`config.mk`:
```
export PLATFORM = sky130hd
export DESIGN_NAME = dram_mode_latency_ctrl
export DESIGN_NICKNAME = d
export VERILOG_FILES = /design/src/rtl/dmlc_pkg.sv /design/src/rtl/dmlc_mr0_decode.sv /design/src/rtl/dmlc_dll_lock.sv /design/src/rtl/dmlc_rd_pipe.sv /design/src/rtl/dram_mode_latency_ctrl.sv
export SDC_FILE = /design/constraint.sdc
export NUM_CORES = 1
export LEC_CHECK = 0
export BUFFER_PORTS_ARGS = -buffer_cell sky130_fd_sc_hd__buf_2
export CAP_MARGIN = 20
export CORE_MARGIN = 4
export CORE_UTILIZATION = 55
export CTS_BUF_LIST = sky130_fd_sc_hd__clkbuf_8
export CTS_CLUSTER_DIAMETER = 100
export DETAILED_ROUTE_END_ITERATION = 16
export GPL_TIMING_DRIVEN = 0
export PLACE_DENSITY = 0.81
export SLEW_MARGIN = 0
export SYNTH_ARGS = -nofsm -noshare
export SYNTH_HDL_FRONTEND = slang
export SYNTH_SLANG_ARGS = --single-unit
```
`constraint.sdc`:
```
create_clock -name clk -period 2.9 [get_ports clk]
set_clock_uncertainty 0.1 [all_clocks]
set_input_delay 0 -clock clk [delete_from_list [all_inputs] [get_ports clk]]
set_output_delay 0 -clock clk [all_outputs]
set_load 0.01 [all_outputs]
```
`src/rtl/dmlc_pkg.sv`:
```
package dmlc_pkg;
  // mode word geometry
  localparam int MR_W       = 16;
  localparam int CL_LSB     = 9;
  localparam int CL_CODE_W  = 3;
  localparam int DLL_BIT    = 8;
  localparam int TM_BIT     = 7;
  localparam int BT_BIT     = 3;
  // latency mapping
  localparam int LAT_W      = 4;
  localparam int CL_OFFSET  = 4;
  localparam int CL_RESET   = 5;
  localparam int CL_MAX     = CL_OFFSET + (1 << CL_CODE_W) - 1;

  typedef struct packed {
    logic [LAT_W-1:0] cl;
    logic             cl_bad;
    logic             interleaved;
    logic             dll_reset;
    logic             test_mode;
  } mr0_fields_t;
endpackage

```
`src/rtl/dmlc_mr0_decode.sv`:
```
module dmlc_mr0_decode
  import dmlc_pkg::*;
(
  input  logic [MR_W-1:0] word,
  output mr0_fields_t     fields
);
  logic [CL_CODE_W-1:0] code;

  always_comb begin
    code               = word[CL_LSB +: CL_CODE_W];
    fields.cl          = LAT_W'(code) + LAT_W'(CL_OFFSET);
    fields.cl_bad      = (code == '0);
    fields.interleaved = word[BT_BIT];
    fields.dll_reset   = word[DLL_BIT];
    fields.test_mode   = word[TM_BIT];
  end
endmodule

```
`src/rtl/dmlc_dll_lock.sv`:
```
module dmlc_dll_lock #(
  parameter int TDLLK = 512
) (
  input  logic clk,
  input  logic rst_n,
  input  logic start,
  output logic locked
);
  localparam int CNT_W = $clog2(TDLLK + 1);

  logic [CNT_W-1:0] remain;

  always_ff @(posedge clk or negedge rst_n) begin
    if (!rst_n) begin
      remain <= '0;
      locked <= 1'b0;
    end else if (start) begin
      remain <= CNT_W'(TDLLK);
      locked <= 1'b0;
    end else if (remain != '0) begin
      remain <= remain - 1'b1;
      if (remain == CNT_W'(1)) locked <= 1'b1;
    end
  end
endmodule

```
`src/rtl/dmlc_rd_pipe.sv`:
```
module dmlc_rd_pipe #(
  parameter int DEPTH = 18,
  parameter int RL_W  = 5
) (
  input  logic            clk,
  input  logic            rst_n,
  input  logic            launch,
  input  logic [RL_W-1:0] delay,
  output logic            valid_out,
  output logic            busy
);
  logic [DEPTH:0] stage_q;
  logic [DEPTH:0] stage_d;

  always_comb begin
    stage_d = stage_q >> 1;
    if (launch) stage_d[delay] = 1'b1;
  end

  always_ff @(posedge clk or negedge rst_n) begin
    if (!rst_n) stage_q <= '0;
    else        stage_q <= stage_d;
  end

  assign valid_out = stage_q[0];
  assign busy      = |stage_q[DEPTH:1];
endmodule

```
`src/rtl/dram_mode_latency_ctrl.sv`:
```
module dram_mode_latency_ctrl
  import dmlc_pkg::*;
#(
  parameter int TDLLK = 512,
  parameter int AL_W  = 3,
  localparam int AL_MAX = (1 << AL_W) - 1,
  localparam int RL_MAX = AL_MAX + CL_MAX,
  localparam int RL_W   = $clog2(RL_MAX + 1)
) (
  input  logic             clk,
  input  logic             rst_n,
  input  logic             mrs_valid,
  output logic             mrs_ready,
  input  logic [MR_W-1:0]  mrs_addr,
  input  logic [AL_W-1:0]  al_cfg,
  input  logic             rd_valid,
  output logic             rd_ready,
  output logic             rd_reject,
  output logic             rd_data_valid,
  output logic [LAT_W-1:0] cas_latency,
  output logic [AL_W-1:0]  additive_latency,
  output logic [RL_W-1:0]  read_latency,
  output logic             burst_interleaved,
  output logic             dll_reset_pulse,
  output logic             dll_locked,
  output logic             cfg_err
);
  mr0_fields_t fld;
  logic        mrs_take;
  logic        cfg_ok;
  logic        rd_take;
  logic        pipe_busy;
  logic        dll_start;

  dmlc_mr0_decode u_decode (
    .word   (mrs_addr),
    .fields (fld)
  );

  assign mrs_ready = ~pipe_busy & ~rd_valid;
  assign mrs_take  = mrs_valid & mrs_ready;
  assign cfg_ok    = mrs_take & ~fld.test_mode & ~fld.cl_bad;
  assign dll_start = cfg_ok & fld.dll_reset;
  assign rd_ready  = dll_locked;
  assign rd_take   = rd_valid & rd_ready;

  always_ff @(posedge clk or negedge rst_n) begin
    if (!rst_n) begin
      cas_latency       <= LAT_W'(CL_RESET);
      additive_latency  <= '0;
      burst_interleaved <= 1'b0;
      dll_reset_pulse   <= 1'b0;
      cfg_err           <= 1'b0;
      rd_reject         <= 1'b0;
    end else begin
      dll_reset_pulse <= dll_start;
      cfg_err         <= mrs_take & (fld.test_mode | fld.cl_bad);
      rd_reject       <= rd_valid & ~dll_locked;
      if (cfg_ok) begin
        cas_latency       <= fld.cl;
        additive_latency  <= al_cfg;
        burst_interleaved <= fld.interleaved;
      end
    end
  end

  assign read_latency = RL_W'(additive_latency) + RL_W'(cas_latency);

  dmlc_dll_lock #(.TDLLK(TDLLK)) u_lock (
    .clk    (clk),
    .rst_n  (rst_n),
    .start  (dll_start),
    .locked (dll_locked)
  );

  dmlc_rd_pipe #(.DEPTH(RL_MAX), .RL_W(RL_W)) u_pipe (
    .clk       (clk),
    .rst_n     (rst_n),
    .launch    (rd_take),
    .delay     (read_latency),
    .valid_out (rd_data_valid),
    .busy      (pipe_busy)
  );
endmodule

```
==> PnR_summary.wiki <==
{| class="wikitable"
! Metric !! Value
|-
| Max Slew Vio Count || 0
|-
| Antenna cells || 0
|-
| Synth Area in Compound Gates || 14.2%
|-
| Cells after Synth || 177
|-
| Setup repair after global routing missed its margin || false
|-
| Proportion of layout cells with a drive suffix above 1 || 27.1%
|-
| Total routed wirelength || 4.23 mm
|-
| Insertion delay of the later-clocked pin in the worst-skew pair || 300 ps
|-
| Result of the run || finished, final reports clean
|-
| Normalized max-slew margin || 43.2%
|-
| Non-filler cells, final || 275
|-
| Post-synthesis async set-or-reset flop share || 100%
|-
| Worst setup SP type || register
|-
| Max FO, Critical Path || 9
|-
| Wire length per cell after detailed routing || 15.4 um
|-
| Total global routing overflow || 0
|-
| Commonest cells after routing, fill and taps aside || 39 x dfrtp_1, 35 x buf_2, 17 x nor2_1
|-
| Post-route minimum period || 2450 ps
|-
| Count of distinct cell types in the synthesized netlist || 47
|-
| Number of global-route vias before repair || 1554
|-
| Total number of vias || 1519
|-
| Maximum level of the CTS H-tree || 2
|-
| Type of the most critical hold path || input pin to asynchronous set/reset pin
|-
| Reg2reg end || u_pipe.stage_q[2]$_DFF_PN0_
|-
| Most instantiated flip-flop cell in the synthesis netlist || dfrtp_1
|-
| Antenna violations before repair || 0
|-
| Number of synthesized flops with an enable pin || 0
|-
| Combinational family with the most area after synthesis || simple AND/OR/NAND/NOR gates
|-
| Final-report setup violation count || 0
|-
| Critical path type || register to register
|-
| Max Clk Rate || 409 MHz
|-
| Length in cells of the worst reg-to-reg path || 8
|-
| Average cell area after synthesis || 11.2 um^2
|-
| Post-DP HPWL || 2.90 mm
|-
| Number of synthesized register bits || 41
|-
| DRC viols || 0
|-
| Number of synthesis warnings || 0
|-
| Wire length of the first global-routing pass || 7.11 mm
|-
| Post-CTS Setup Repair Bufs || 0
|-
| Average vias per placed instance || 5.52
|-
| Number of rows created at floorplan || 21
|-
| CTS sink count || 41
|-
| RePlAce Congestion || 0.872
|-
| Port-buffer cells || 32
|-
| Die ar. || 4630 um^2
|-
| Post-Synthesis Cell Area || 1980 um^2
|-
| Number of instances in the placed design || 255
|-
| Clock slew at the register clock pins of the worst setup and hold paths || 80 ps
|-
| Pin count of the biggest net entering global routing || 42
|-
| Worst Setup SP || cas_latency[0]$_DFFE_PN1P_
|-
| Type of element capturing the critical path || register
|-
| Floorplan core area || 3420 um^2
|-
| Area share of fa/ha/maj cells after synthesis || 4.16%
|-
| Overall routing resource usage || 21.1%
|-
| Number of buffers inserted for hold repair after clock tree synthesis || 12
|-
| CTS root buffer || clkbuf_8
|-
| Fraction of the yosys area taken by sequential cells || 51.9%
|-
| Remaining antenna violation count after routing || 0
|-
| Reg-to-reg slack, setup || 450 ps
|-
| Required time at the endpoint of the critical path || 3020 ps
|-
| Pre-Repair DR Iteration Count || 4
|-
| Critical path destination || u_pipe.stage_q[2]$_DFF_PN0_
|-
| Slew at the pin with the worst max-slew slack || 853 ps
|-
| Post-layout net count || 257
|-
| Power density relative to cell area || 1120 nW/um^2
|-
| Syn nets || 206
|-
| Leakage power total || 1.20 nW
|-
| Vertical die dimension || 68.0 um
|-
| Final TNS setup || 0 ps
|-
| Maximum buffer depth of the clock tree || 2
|-
| XOR/XNOR share of the synthesized area || 2.21%
|-
| Launch point of the worst reg-to-reg path || cas_latency[0]$_DFFE_PN1P_
|-
| IR Drop Worst-Case VDD || 0.000849 V
|-
| Final Hold Vio Count || 0
|-
| Simple-gate portion of the synthesized area || 17.7%
|-
| Ratio of final minimum period to clock period || 84.3%
|-
| Critical path arrival || 2570 ps
|-
| Post-CTS resize count || 0
|-
| Most common library cell in the layout ignoring fill and taps || dfrtp_1
|-
| CTS buffer count || 5
|-
| Iteration-0 DRC count of the detailed router || 71
|-
| Synthesis-to-finish area growth || 23.1%
|-
| Number of violations of the max-capacitance limit || 0
|-
| Horizontal extent of the die || 68.0 um
|-
| TritonCTS clock tree || yes
|-
| Boundary Pins || 43
|-
| Proportion of synthesized area in mux cells || 6.50%
|-
| Starting utilization of the core area || 58.1%
|}
-- final cells by class --
type / instances / area (um^2)
clock inverters: 2 / 37.5
fillers: 247 / 975
clock buffers: 6 / 82.6
repair buffers: 44 / 280
multi-input cells: 120 / 887
inverters: 10 / 37.5
well taps: 46 / 57.6
flip-flops and latches: 41 / 1030
plain buffers: 6 / 30.0
-- critical path, stage by stage (launching register included) --
cell	delay (ps)
dfstp_2	550
ha_1	200
inv_1	70
fa_1	350
clkbuf_1	200
nor2b_1	240
a21oi_1	90
or3_1	400
o21bai_1	170
-- layer usage --
layer | GRT usage [%] | vias up | routed length [um]
li1 | - | 737 | -
met1 | 26.4 | 727 | 1860
met2 | 33.5 | 43 | 2000
met3 | 4.93 | 12 | 244
met4 | 11.9 | 0 | 118
met5 | 0 | - | 0
-- flip-flops by register name, summed over array words and instances (netlist names) --
name,count
rd_reject,1
u_lock.locked,1
dll_reset_pulse,1
u_pipe.stage_q,19
additive_latency,3
cfg_err,1
burst_interleaved,1
u_lock.remain,10
cas_latency,4
-- worst min path at each step --
stage | from | end | cells past startpoint
6_report | rst_n | u_pipe.stage_q[11]$_DFF_PN0_ | 2
5_1_grt | rst_n | u_pipe.stage_q[10]$_DFF_PN0_ | 2
4_1_cts | rst_n | u_pipe.stage_q[14]$_DFF_PN0_ | 2
3_5_place_dp | rst_n | u_pipe.stage_q[10]$_DFF_PN0_ | 1
3_3_place_gp | rst_n | u_pipe.stage_q[10]$_DFF_PN0_ | 1
2_1_floorplan | rst_n | additive_latency[0]$_DFFE_PN0P_ | 0
-- cell usage after synthesis, types with 3 or more instances --
cell type	number	area [um^2]
xnor2_1	3	26.3
nand2_1	4	15.0
nor2b_1	3	18.8
a31oi_1	4	25.0
buf_2	3	15.0
o21bai_1	14	105
nor4_1	4	25.0
nor3_1	5	25.0
mux2i_1	5	50.1
mux2_2	7	78.8
dfrtp_1	39	976
ha_1	5	62.6
nor2_1	17	63.8
a21o_1	4	30.0
inv_1	10	37.5
or3_1	5	31.3
a21oi_1	7	35.0
-- power breakdown --
group	switching, W	internal, W
sequential	0.000208	0.000796
combinational	0.000699	0.000551
clock	0.000201	0.000280
-- cells by family (layout without fill, tap and decap cells) --
| logic type | count (synthesis) | after routing |
|---|---|---|
| simple gates | 57 | 57 |
| flops | 41 | 41 |
| compound gates | 40 | 40 |
| buf+inv | 16 | 68 |
| mux | 12 | 12 |
| fa+ha+maj | 6 | 6 |
| xor+xnor | 5 | 5 |
-- per-stage QoR --
step                power [W]  setup WS [ps]  util [%]  instance area, um^2  hold slack [ps]
global route          0.00294            261      71.5                 2440              325
floorplan             0.00184            705         -                 1980             -396
global placement      0.00216            574      64.4                 2200             54.4
CTS                   0.00274            459      71.5                 2440              290
finish                0.00273            454      71.5                 2440              240
detailed placement    0.00223            491      64.4                 2200             66.6
Power figures use the tool's default switching activity.
